**src/rtl/xfer_regfile.sv**
```systemverilog
module xfer_regfile #(
  parameter logic [7:0]  EMU_PAGE  = 8'h01,
  parameter logic [15:0] SP_RESET  = 16'h01FF,
  parameter logic [7:0]  PSW_RESET = 8'h34
) (
  input  logic        clk,
  input  logic        rst_n,
  input  logic        op_valid,
  input  logic [4:0]  op_code,
  input  logic [7:0]  op_imm,
  input  logic [15:0] op_data,
  output logic [15:0] acc,
  output logic [15:0] xr,
  output logic [15:0] yr,
  output logic [15:0] dpr,
  output logic [15:0] spr,
  output logic [7:0]  psw,
  output logic        emu
);
  localparam logic [4:0] OP_A2X = 5'd1,  OP_A2Y = 5'd2,  OP_X2A = 5'd3,  OP_Y2A = 5'd4;
  localparam logic [4:0] OP_S2X = 5'd5,  OP_X2S = 5'd6,  OP_X2Y = 5'd7,  OP_Y2X = 5'd8;
  localparam logic [4:0] OP_C2D = 5'd9,  OP_D2C = 5'd10, OP_C2S = 5'd11, OP_S2C = 5'd12;
  localparam logic [4:0] OP_SWB = 5'd13, OP_CXE = 5'd14, OP_CLR = 5'd15, OP_SET = 5'd16;
  localparam logic [4:0] OP_LDA = 5'd17, OP_LDX = 5'd18, OP_LDY = 5'd19, OP_LDD = 5'd20;
  localparam logic [4:0] OP_LDS = 5'd21;
  localparam int BN = 7, BM = 5, BX = 4, BZ = 1, BC = 0;

  logic [15:0] a_n, x_n, y_n, d_n, s_n, fv;
  logic [7:0]  p_n;
  logic        e_n, fl_upd, f16;

  wire m8 = psw[BM];
  wire x8 = psw[BX];

  function automatic logic [15:0] to_idx(input logic [15:0] v, input logic narrow);
    return narrow ? {8'h00, v[7:0]} : v;
  endfunction

  always_comb begin
    a_n = acc; x_n = xr; y_n = yr; d_n = dpr; s_n = spr; p_n = psw; e_n = emu;
    fl_upd = 1'b0; f16 = 1'b0; fv = '0;
    if (op_valid) begin
      case (op_code)
        OP_A2X: begin x_n = to_idx(acc, x8); fv = x_n; f16 = !x8; fl_upd = 1'b1; end
        OP_A2Y: begin y_n = to_idx(acc, x8); fv = y_n; f16 = !x8; fl_upd = 1'b1; end
        OP_S2X: begin x_n = to_idx(spr, x8); fv = x_n; f16 = !x8; fl_upd = 1'b1; end
        OP_X2Y: begin y_n = to_idx(xr, x8);  fv = y_n; f16 = !x8; fl_upd = 1'b1; end
        OP_Y2X: begin x_n = to_idx(yr, x8);  fv = x_n; f16 = !x8; fl_upd = 1'b1; end
        OP_X2A: begin
          a_n = m8 ? {acc[15:8], xr[7:0]} : xr;
          fv = a_n; f16 = !m8; fl_upd = 1'b1;
        end
        OP_Y2A: begin
          a_n = m8 ? {acc[15:8], yr[7:0]} : yr;
          fv = a_n; f16 = !m8; fl_upd = 1'b1;
        end
        OP_X2S: s_n = xr;
        OP_C2D: begin d_n = acc; fv = acc; f16 = 1'b1; fl_upd = 1'b1; end
        OP_D2C: begin a_n = dpr; fv = dpr; f16 = 1'b1; fl_upd = 1'b1; end
        OP_C2S: s_n = acc;
        OP_S2C: begin a_n = spr; fv = spr; f16 = 1'b1; fl_upd = 1'b1; end
        OP_SWB: begin a_n = {acc[7:0], acc[15:8]}; fv = a_n; fl_upd = 1'b1; end
        OP_CXE: begin e_n = psw[BC]; p_n[BC] = emu; end
        OP_CLR: p_n = psw & ~op_imm;
        OP_SET: p_n = psw | op_imm;
        OP_LDA: a_n = m8 ? {acc[15:8], op_data[7:0]} : op_data;
        OP_LDX: x_n = to_idx(op_data, x8);
        OP_LDY: y_n = to_idx(op_data, x8);
        OP_LDD: d_n = op_data;
        OP_LDS: s_n = op_data;
        default: ;
      endcase
    end
    if (fl_upd) begin
      p_n[BN] = f16 ? fv[15] : fv[7];
      p_n[BZ] = f16 ? (fv == 16'h0000) : (fv[7:0] == 8'h00);
    end
    if (e_n) begin
      p_n[BM] = 1'b1;
      p_n[BX] = 1'b1;
      s_n[15:8] = EMU_PAGE;
    end
    if (p_n[BX]) begin
      x_n[15:8] = 8'h00;
      y_n[15:8] = 8'h00;
    end
  end

  always_ff @(posedge clk or negedge rst_n) begin
    if (!rst_n) begin
      acc <= '0; xr <= '0; yr <= '0; dpr <= '0;
      spr <= SP_RESET; psw <= PSW_RESET; emu <= 1'b1;
    end else begin
      acc <= a_n; xr <= x_n; yr <= y_n; dpr <= d_n;
      spr <= s_n; psw <= p_n; emu <= e_n;
    end
  end
endmodule

```
**config.mk**
```make
export PLATFORM = sky130hd
export DESIGN_NAME = xfer_regfile
export DESIGN_NICKNAME = d
export VERILOG_FILES = /design/src/rtl/xfer_regfile.sv
export SDC_FILE = /design/constraint.sdc
export NUM_CORES = 1
export LEC_CHECK = 0
export ABC_AREA = 0
export ABC_CLOCK_PERIOD_IN_PS = 2340
export CAP_MARGIN = 15
export CORE_ASPECT_RATIO = 1.4
export CORE_UTILIZATION = 41
export DETAILED_ROUTE_END_ITERATION = 10
export DONT_BUFFER_PORTS = 1
export GPL_ROUTABILITY_DRIVEN = 1
export PLACE_DENSITY = 0.64
export SLEW_MARGIN = 25
export SYNTH_ARGS = -nofsm -noshare
export SYNTH_HDL_FRONTEND = slang
export SYNTH_SLANG_ARGS = --single-unit
```
**constraint.sdc**
```tcl
create_clock -name clk -period 2.34 [get_ports clk]
set_input_delay 0.468 -clock clk [delete_from_list [all_inputs] [get_ports clk]]
set_output_delay 0.468 -clock clk [all_outputs]
set_load 0.01 [all_outputs]
```
---- Yosys cells after proc, flatten, opt, wreduce, memory -nomap -nowiden ----
Index checks and enable logic that the tools add are counted.
storage, ports and cells
  flip-flop bits (word level) ............. 89
  logic and storage cells ................. 112
  output and inout bits ................... 89
cells by class
  equality and inequality tests ........... 22
  bitwise logic cells ..................... 3
  multiplexer cells ....................... 35
  reduce and logical (&&, ||, !) cells .... 37
operator list
  cell                                                             number
  16-bit 2-to-1 mux                                                12
  16-bit one-hot mux with 10 select lines                          1
  16-bit one-hot mux with 3 select lines                           2
  16-bit one-hot mux with 6 select lines                           1
  16-bit one-hot mux with 4 select lines                           1
  5-bit by 4-bit == test with 1-bit output, second input constant  8
  8-bit 2-to-1 mux                                                 4
  16-bit one-hot mux with 2 select lines                           1
  5-bit == test, second input constant                             6
  2-bit AND reduction                                              12
  5-bit by 3-bit == test with 1-bit output, second input constant  4
  16-bit zero test                                                 1
  3-bit nonzero test                                               5
  7-bit one-hot mux with 2 select lines                            1
  4-bit nonzero test                                               3
  11-bit OR reduction                                              1
  5-bit by 2-bit == test with 1-bit output, second input constant  2
  2-bit nonzero test                                               5
  1-bit 2-to-1 mux                                                 9
  8-bit AND                                                        1
  8-bit zero test                                                  1
  8-bit NOT                                                        1
  8-bit bitwise OR                                                 1
  1-bit one-hot mux with 3 select lines                            2
  other kinds (10)                                                 12

---- Depth between registers and ports, before layout ----
Gate-level depths: netlist of the first run.
  depth in word-level cells ............... 7
  depth in mapped cells ................... 10
  depth with buffers taken out ............ 7

---- Worst setup path after synthesis of the first run ----
OpenSTA, ideal clock, no wires.
  path kind ............................... reg-to-reg
  start point ............................. register acc[11]
  end point ............................... register psw[1]
  setup time .............................. 0.074 ns
  setup slack ............................. 0.030 ns
  data required time ...................... 2.266 ns
  cell stages (with the launch flop) ...... 8
  arrival ................................. 2.236 ns
  cell sequence ........................... dfrtp_1 -> buf_6 -> or4_4 -> nor4_4 -> a2111oi_1 -> or4_1 -> o41a_1 -> o21ai_2
on the way
  longest elaborated chain between the ends .. 6
  elaborated cells between the ends (all ways) .. 9
  those cells by class .................... 7 x mux; 2 x reduce/logical
RTL lines
  element                                    line        source
  start, declared                            12          output logic [15:0] acc,
  start signal, assigned                     94          acc <= a_n; xr <= x_n; yr <= y_n; dpr <= d_n;
  16-bit 2-to-1 mux (on tied branches)       54, 36, 50
  16-bit one-hot mux with 10 select lines *  43          case (op_code)
  16-bit 2-to-1 mux *                        42          if (op_valid) begin
  16-bit zero test                           76          p_n[BZ] = f16 ? (fv == 16'h0000) : (fv[7:0] == 8'h00);
  1-bit 2-to-1 mux *                         76
  1-bit 2-to-1 mux *                         74          if (fl_upd) begin
  end signal, assigned                       95          spr <= s_n; psw <= p_n; emu <= e_n;
  end, declared                              17          output logic [7:0] psw,
Mark *: on every way between the ends. The rest lies on a longest branch, timed or not.
A chain may end at the register's enable or synchronous reset.

---- Worst setup path in the final report of the first run ----
  start point ............................. register psw[5]
  end point ............................... register psw[1]
on the way
  longest elaborated chain between the ends .. 6
  elaborated cells between the ends (all ways) .. 10
  those cells by class .................... 8 x mux; 2 x reduce/logical
RTL lines
  element                                  line
  16-bit 2-to-1 mux (on tied branches)     54, 50
  16-bit one-hot mux with 10 select lines  43
  16-bit 2-to-1 mux                        42
  16-bit zero test                         76
  1-bit 2-to-1 mux *                       76
  1-bit 2-to-1 mux *                       74
Marks and branches as above.

==> results of run 1 <==
synth_stat cells, drive strengths merged (2+ instances only):
master and n:
a222oi 12, a22o 26, or2 3, nand3 40, nand2 114, o221ai 2, a31oi 3, nor4 8
o31ai 3, a22oi 33, mux2 10, a21oi 29, nor2b 7, bufbuf 2, a21boi 9, and3b 2
nand3b 3, clkbuf 40, nand4 6, nor3 13, dfstp 13, nor3b 3, nand2b 7, a21o 5
o22ai 4, o2bb2ai 8, o21ai 66, buf 15, a32oi 6, dfrtp 76, a221oi 16, inv 6
a221o 4, o41ai 2, or4 6, nor2 38, a211oi 4, mux2i 25
registers in the layout (all words and copies together), names as in the netlist:
register	count
xr	16
emu	1
spr	16
yr	16
acc	16
psw	8
dpr	16
worst max-delay path by stage:
stage,from,to,slack [ns],cells past startpoint
6_report,psw[5]$_DFFE_PN1P_,psw[1]$_DFFE_PN0P_,0.06,8
3_3_place_gp,psw[5]$_DFFE_PN1P_,psw[1]$_DFFE_PN0P_,0.008,7
3_5_place_dp,psw[5]$_DFFE_PN1P_,psw[1]$_DFFE_PN0P_,-0.01,7
2_1_floorplan,acc[11]$_DFFE_PN0P_,psw[1]$_DFFE_PN0P_,0.03,7
5_1_grt,psw[5]$_DFFE_PN1P_,psw[1]$_DFFE_PN0P_,0.004,8
4_1_cts,psw[5]$_DFFE_PN1P_,psw[1]$_DFFE_PN0P_,0.09,7
worst reg2reg max path: stages (launching register included):
cell and delay [ns]:
dfstp_2 0.59, buf_4 0.13, mux2i_1 0.17, o21ai_0 0.09, a32o_1 0.23, a211oi_1 0.33
nand2_1 0.11, o41a_1 0.45, o21ai_2 0.11
metrics by stage:
step	cells	setup TNS, ns
after global placement	890	0
final	908	0
after detailed placement	890	-0.0103
after CTS	908	0
after global routing	908	0
after floorplan	682	0
kinds of logic after synthesis:
group,count (synthesis)
flip-flops,89
AND/OR/NAND/NOR,255
AO/OA/AOI/OAI,239
multiplexers,35
buffers and inverters,63
XOR/XNOR,1
metal layers:
layer / wire length, um / up-vias / GRT usage
met1: 8470 / 2944 / 0.368
li1: - / 2655 / -
met5: 0 / - / 0
met2: 11600 / 373 / 0.534
met4: 980 / 0 / 0.170
met3: 1940 / 73 / 0.0768
what timing repair did:
action,CTS,global route
hold endpoints to repair,89,89
setup endpoints to repair,1,1
buffers inserted,2,0
gates resized for setup,0,1
cell type report:
cell class / instances / area (um2) / area share
sequential: 89 / 2240 / 0.335
tap: 185 / 231 / 0.0345
timing repair buffer: 82 / 628 / 0.0937
clock inverter: 5 / 62.6 / 0.00933
clock buffer: 11 / 243 / 0.0362
multi-input combinational: 530 / 3280 / 0.488
inverter: 6 / 22.5 / 0.00336
power breakdown:
group | leakage [nW] | switching [mW] | internal, mW | total (mW)
sequential | 1.18 | 0.352 | 1.74 | 2.09
combinational | 1.57 | 0.534 | 0.383 | 0.918
clock | 0.143 | 0.635 | 0.866 | 1.50
==> metrics.csv, run 1 <==
stage,metric,value,unit
outcome,run status,"complete, but fails checks",
outcome,failing checks,hold timing,
layout,most frequent cells in the layout,"nand2_1, buf_4, dfrtp_1, o21ai_0, nand3_1",
placement,DP Area,6370,um2
setup_path,flop-to-flop setup slack,0.06,ns
synth,top post-synthesis cells by area,"dfrtp_1, nand2_1, dfstp_2, o21ai_0, mux2i_1",
floorplan,die height,144,um
setup_path,Startpoint Class,flop,
layout,Area Overhead vs Synth,13.8,%
pwr,Pwr Density,672,nW/um2
clock_network,Root Buffer Master,clkbuf_16,
job,# Max-Cap Violations,0,
setup_path,CP bufs+invs,1,
floorplan,Row Count,51,
setup_path,r2r startpoint,psw[5]$_DFFE_PN1P_,
floorplan,Core Region,14000,um2
setup_path,crit-path max FO,4,
global_routing,initial antenna violation count,0,
synth,Mapped Area,5890,um2
layout,"most common cell after layout, fill and taps aside",nand2_1,
synth,Adder-Cell Fraction of Synth Area,0,
setup_path,worst setup path class,reg2reg,
routing,ANT nets after route,0,
clock_network,Clock Sinks,89,
synth,Yosys warning count,0,
timing,final setup margin,0.0626,ns
synth,ys async rst share,1.00,
routing,wire per inst,25.3,um
synth,Yosys top cell by area,dfrtp_1,
placement,Placer Congestion,0.956,
setup_path,Worst R2R Path Depth,8,
pwr,total power,4.51,mW
setup_path,crit-path max cell delay,0.59,ns
synth,Yosys reg bits,89,
setup_path,CP top delay family,compound AO/OA/AOI/OAI gates,
floorplan,DIE WIDTH,103,um
synth,Mapped Nets,714,
layout,nets,750,
min_path,Hold Crit Class,in2async,
floorplan,Initial Utilization,0.422,
synth,average size of a mapped cell,8.64,um2
timing,final hold violation count,78,
global_routing,global-route wire length before repair,34500,um
clock_network,CTS tree,built,
setup_path,Worst EP required,2.61,ns
setup_path,nature of the critical path endpoint,flop,
placement,dpl hpwl,17100,um
timing,RSZ-0062 raised after global routing,no,
routing,routed vias,6045,
clock_network,clock-pin slew on the worst setup and hold paths,0.06,ns
synth,simple-gate share of the synthesized area,0.206,
global_routing,largest net degree at the start of global routing,90,
synth,post-synthesis compound-gate area fraction,0.285,
placement,dpl ws,-0.0103,ns
synth,"Distinct cells, synth",65,
layout,diode count,0,
placement,I/O Buffers,0,
setup_path,crit path max-delay cell type,dfstp_2,
timing,final setup vio count,0,
synth,Yosys top cell area share,0.323,
routing,initial drt markers,732,
setup_path,CP arrival,2.55,ns
timing,Hold WS,-0.176,ns
clock_network,Clock Latency Late Sink,0.35,ns
timing,final cycle utilization of the critical path,0.973,
synth,Synth Area in XOR/XNOR,0.00149,
setup_path,crit-path cells,buf_4 > mux2i_1 > o21ai_0 > a32o_1 > a211oi_1 > nand2_1 > o41a_1 > o21ai_2,
timing,FMAX,439,MHz
routing,final routed DRC violation total,0,
layout,filler instances,1348,
synth,Mapped Cells,682,
timing,worst slew pin tran,0.642,ns
layout,fin util,0.480,
synth,post-synthesis mux area share,0.0616,
layout,post-route cell area,6710,um2
timing,max_slew headroom,0.570,
global_routing,vias in the first global route,6005,
global_routing,grt ovf,0,
routing,Total Wirelength,23000,um
routing,Pre-antenna DRT Iters,7,
floorplan,I/O pin cnt,121,
clock_network,CTS Buffer Depth,2,
synth,main combinational cell family by area after synthesis,compound AO/OA/AOI/OAI gates,
timing,Setup Skew,0.00937,ns
synth,"EDFF count, synth",0,
pwr,Max VDD drop,0.376,mV
timing,minimum clock period,2.28,ns
clock_network,H-tree Lvls,3,
timing,max-slew violation count,0,
layout,share of cells above drive strength 1,0.183,
setup_path,worst r2r dst,psw[1]$_DFFE_PN0P_,
pwr,Lkg Pwr,2.89,nW
synth,register area share after synthesis,0.381,
global_routing,GRT Util Overall,0.318,
routing,vias per std cell,6.66,
clock_network,clock buffer count from CTS,9,
synth,Synth Flop Type,dfrtp_1,
floorplan,die area,14900,um2
Power figures use the tool's default switching activity.
==> inputs of run 2 (changes only) <==
- RECOVER_POWER: not set -> 100
==> run 2 against run 1 <==
Compared with the run above: the run still ends with hold timing left; total power is 0.95% lower; worst hold slack worse by 0.0031 ns; cell area fell by 2.0%; worst setup slack hardly changed; maximum frequency about the same; cell count did not move; die area unchanged; clock skew down 0.0012 ns; via count hardly changed; register-to-register slack about the same; count of clock-buffer cells in the layout stayed put; sequential share of layout area rose by 0.68 points.
==> metrics.csv, run 2 (synthesis results as in run 1) <==
stage,metric,value,unit,change
outcome,run status,"complete, but fails checks",,unchanged
outcome,failing checks,hold timing,,unchanged
layout,Area Overhead vs Synth,11.6,%,was 13.8%
setup_path,crit-path max FO,4,,unchanged
timing,Setup Skew,0.00813,ns,was 0.00937 ns
global_routing,initial antenna violation count,0,,unchanged
pwr,Max VDD drop,0.375,mV,was 0.376 mV
clock_network,Root Buffer Master,clkbuf_16,,unchanged
setup_path,Worst Setup EP,psw[1]$_DFFE_PN0P_,,unchanged
floorplan,die height,144,um,unchanged
clock_network,CTS Buffer Depth,2,,unchanged
layout,"most common cell after layout, fill and taps aside",nand2_1,,unchanged
pwr,Pwr Density,679,nW/um2,was 672 nW/um2
clock_network,Clock Sinks,89,,unchanged
placement,dpl hpwl,17100,um,unchanged
setup_path,worst setup path class,reg2reg,,unchanged
floorplan,die area,14900,um2,unchanged
layout,Finished Layout Cells,908,,unchanged
setup_path,Worst EP required,2.62,ns,was 2.61 ns
routing,routed vias,6048,,was 6045
timing,minimum clock period,2.28,ns,about the same
placement,cell count after placement,890,,unchanged
layout,post-route cell area,6570,um2,was 6710 um2
timing,FMAX,439,MHz,about the same
setup_path,worst r2r dst,psw[1]$_DFFE_PN0P_,,unchanged
timing,max-slew violation count,0,,unchanged
placement,Placer Congestion,0.956,,unchanged
timing,max_slew headroom,0.331,,was 0.570
setup_path,r2r startpoint,psw[5]$_DFFE_PN1P_,,unchanged
floorplan,Core Region,14000,um2,unchanged
clock_network,clock buffer count from CTS,9,,unchanged
setup_path,CP arrival,2.55,ns,about the same
global_routing,global-route wire length before repair,34500,um,unchanged
setup_path,Worst Setup SP,psw[5]$_DFFE_PN1P_,,unchanged
floorplan,Initial Utilization,0.422,,unchanged
setup_path,Startpoint Class,flop,,unchanged
routing,wire per inst,25.3,um,about the same
global_routing,GRT busiest layer,met2,,unchanged
timing,final cycle utilization of the critical path,0.973,,about the same
clock_network,CTS tree,built,,unchanged
layout,share of cells above drive strength 1,0.120,,was 0.183
timing,RSZ-0062 raised after global routing,no,,unchanged
routing,final routed DRC violation total,0,,unchanged
global_routing,M3 GR Usage,0.0768,,unchanged
global_routing,GR Util met2,0.534,,unchanged
routing,initial drt markers,764,,was 732
global_routing,met1 Resource Use GR,0.368,,unchanged
routing,Pre-antenna DRT Iters,9,,was 7
routing,vias per std cell,6.66,,about the same
floorplan,DIE WIDTH,103,um,unchanged
global_routing,largest net degree at the start of global routing,90,,unchanged
layout,nets,750,,unchanged
floorplan,Row Count,51,,unchanged
placement,I/O Buffers,0,,unchanged
floorplan,I/O pin cnt,121,,unchanged
setup_path,nature of the critical path endpoint,flop,,unchanged
global_routing,grt ovf,0,,unchanged
timing,final setup vio count,0,,unchanged
clock_network,clock-pin slew on the worst setup and hold paths,0.06,ns,about the same
timing,Hold WS,-0.179,ns,was -0.176 ns
global_routing,vias in the first global route,6005,,unchanged
clock_network,H-tree Lvls,3,,unchanged
routing,ANT nets after route,0,,unchanged
clock_network,Clock Latency Late Sink,0.35,ns,about the same
global_routing,GRT Util Overall,0.318,,unchanged
setup_path,Worst R2R Path Depth,7,,was 8
setup_path,flop-to-flop setup slack,0.06,ns,about the same
timing,worst slew pin tran,1.00,ns,was 0.642 ns
timing,final hold violation count,79,,was 78
layout,most frequent cells in the layout,"nand2_1, dfrtp_1, o21ai_0, buf_4, nand3_1",,"was nand2_1, buf_4, dfrtp_1, o21ai_0, nand3_1"
layout,filler instances,1387,,was 1348
layout,diode count,0,,unchanged
min_path,Hold Crit Class,in2async,,unchanged
job,# Max-Cap Violations,0,,unchanged
routing,Total Wirelength,23000,um,about the same
placement,DP Area,6370,um2,unchanged
pwr,Lkg Pwr,2.76,nW,was 2.89 nW
[run 2: cell count changes in the layout (fill, tap and decap cells not counted), sizes merged]
cell / delta
clkbuf: +35
buf: -35
inv: -1
clkinv: +1
[run 2: what timing repair did]
action	4_1_cts	5_1_grt
endpoints found under the hold margin	89	89
gates cloned	0	0
setup endpoints to repair	1	1
resized for setup	0	1
pin swaps	0	0
setup buffers	2	0
[run 2: report_power, final]
part           total [mW]  switching [mW]  internal, mW
Combinational       0.885           0.534         0.351
Clock                1.50           0.637         0.865
Sequential           2.08           0.352          1.73
[run 2: worst max-delay path: stages (launching register included)]
cell      delay [ns]
dfstp_2         0.59
mux2_2          0.35
nand3_1         0.08
nand4_1         0.14
a211oi_1        0.39
nand2_1         0.11
o41a_1          0.45
o21ai_2         0.11
[run 2: layer usage]
layer / routed length [um] / up-vias
li1: - / 2663
met1: 8500 / 2943
met2: 11600 / 373
met3: 1910 / 69
met4: 922 / 0
met5: 0 / -
[run 2: cell type report]
class,count,area (um2),area share
Multi-Input combinational cell,530,3270,0.497
Sequential cell,89,2240,0.341
Timing Repair Buffer,82,504,0.0767
Clock buffer,11,243,0.0369
Tap cell,185,231,0.0352
Clock inverter,5,62.6,0.00952
Inverter,6,22.5,0.00343
[run 2: how the worst min path moves through the flow]
stage                          to  slack, ns
2_1_floorplan  acc[0]$_DFFE_PN0P_       0.17
3_3_place_gp   psw[3]$_DFFE_PN0P_       0.18
3_5_place_dp   psw[3]$_DFFE_PN0P_       0.18
4_1_cts        yr[10]$_DFFE_PN0P_      -0.20
5_1_grt         xr[4]$_DFFE_PN0P_      -0.20
6_report        xr[2]$_DFFE_PN0P_      -0.18
[run 2: through the flow]
stage / util / setup TNS, ns / setup slack, ns / power, mW
6_report: 0.470 / 0 / 0.0627 / 4.46
4_1_cts: 0.479 / 0 / 0.0933 / 4.52
3_3_place_gp: 0.456 / 0 / 0.00833 / 2.98
2_1_floorplan: - / 0 / 0.0299 / 2.65
3_5_place_dp: 0.456 / -0.0103 / -0.0103 / 3.00
5_1_grt: 0.470 / 0 / 0.00389 / 4.65
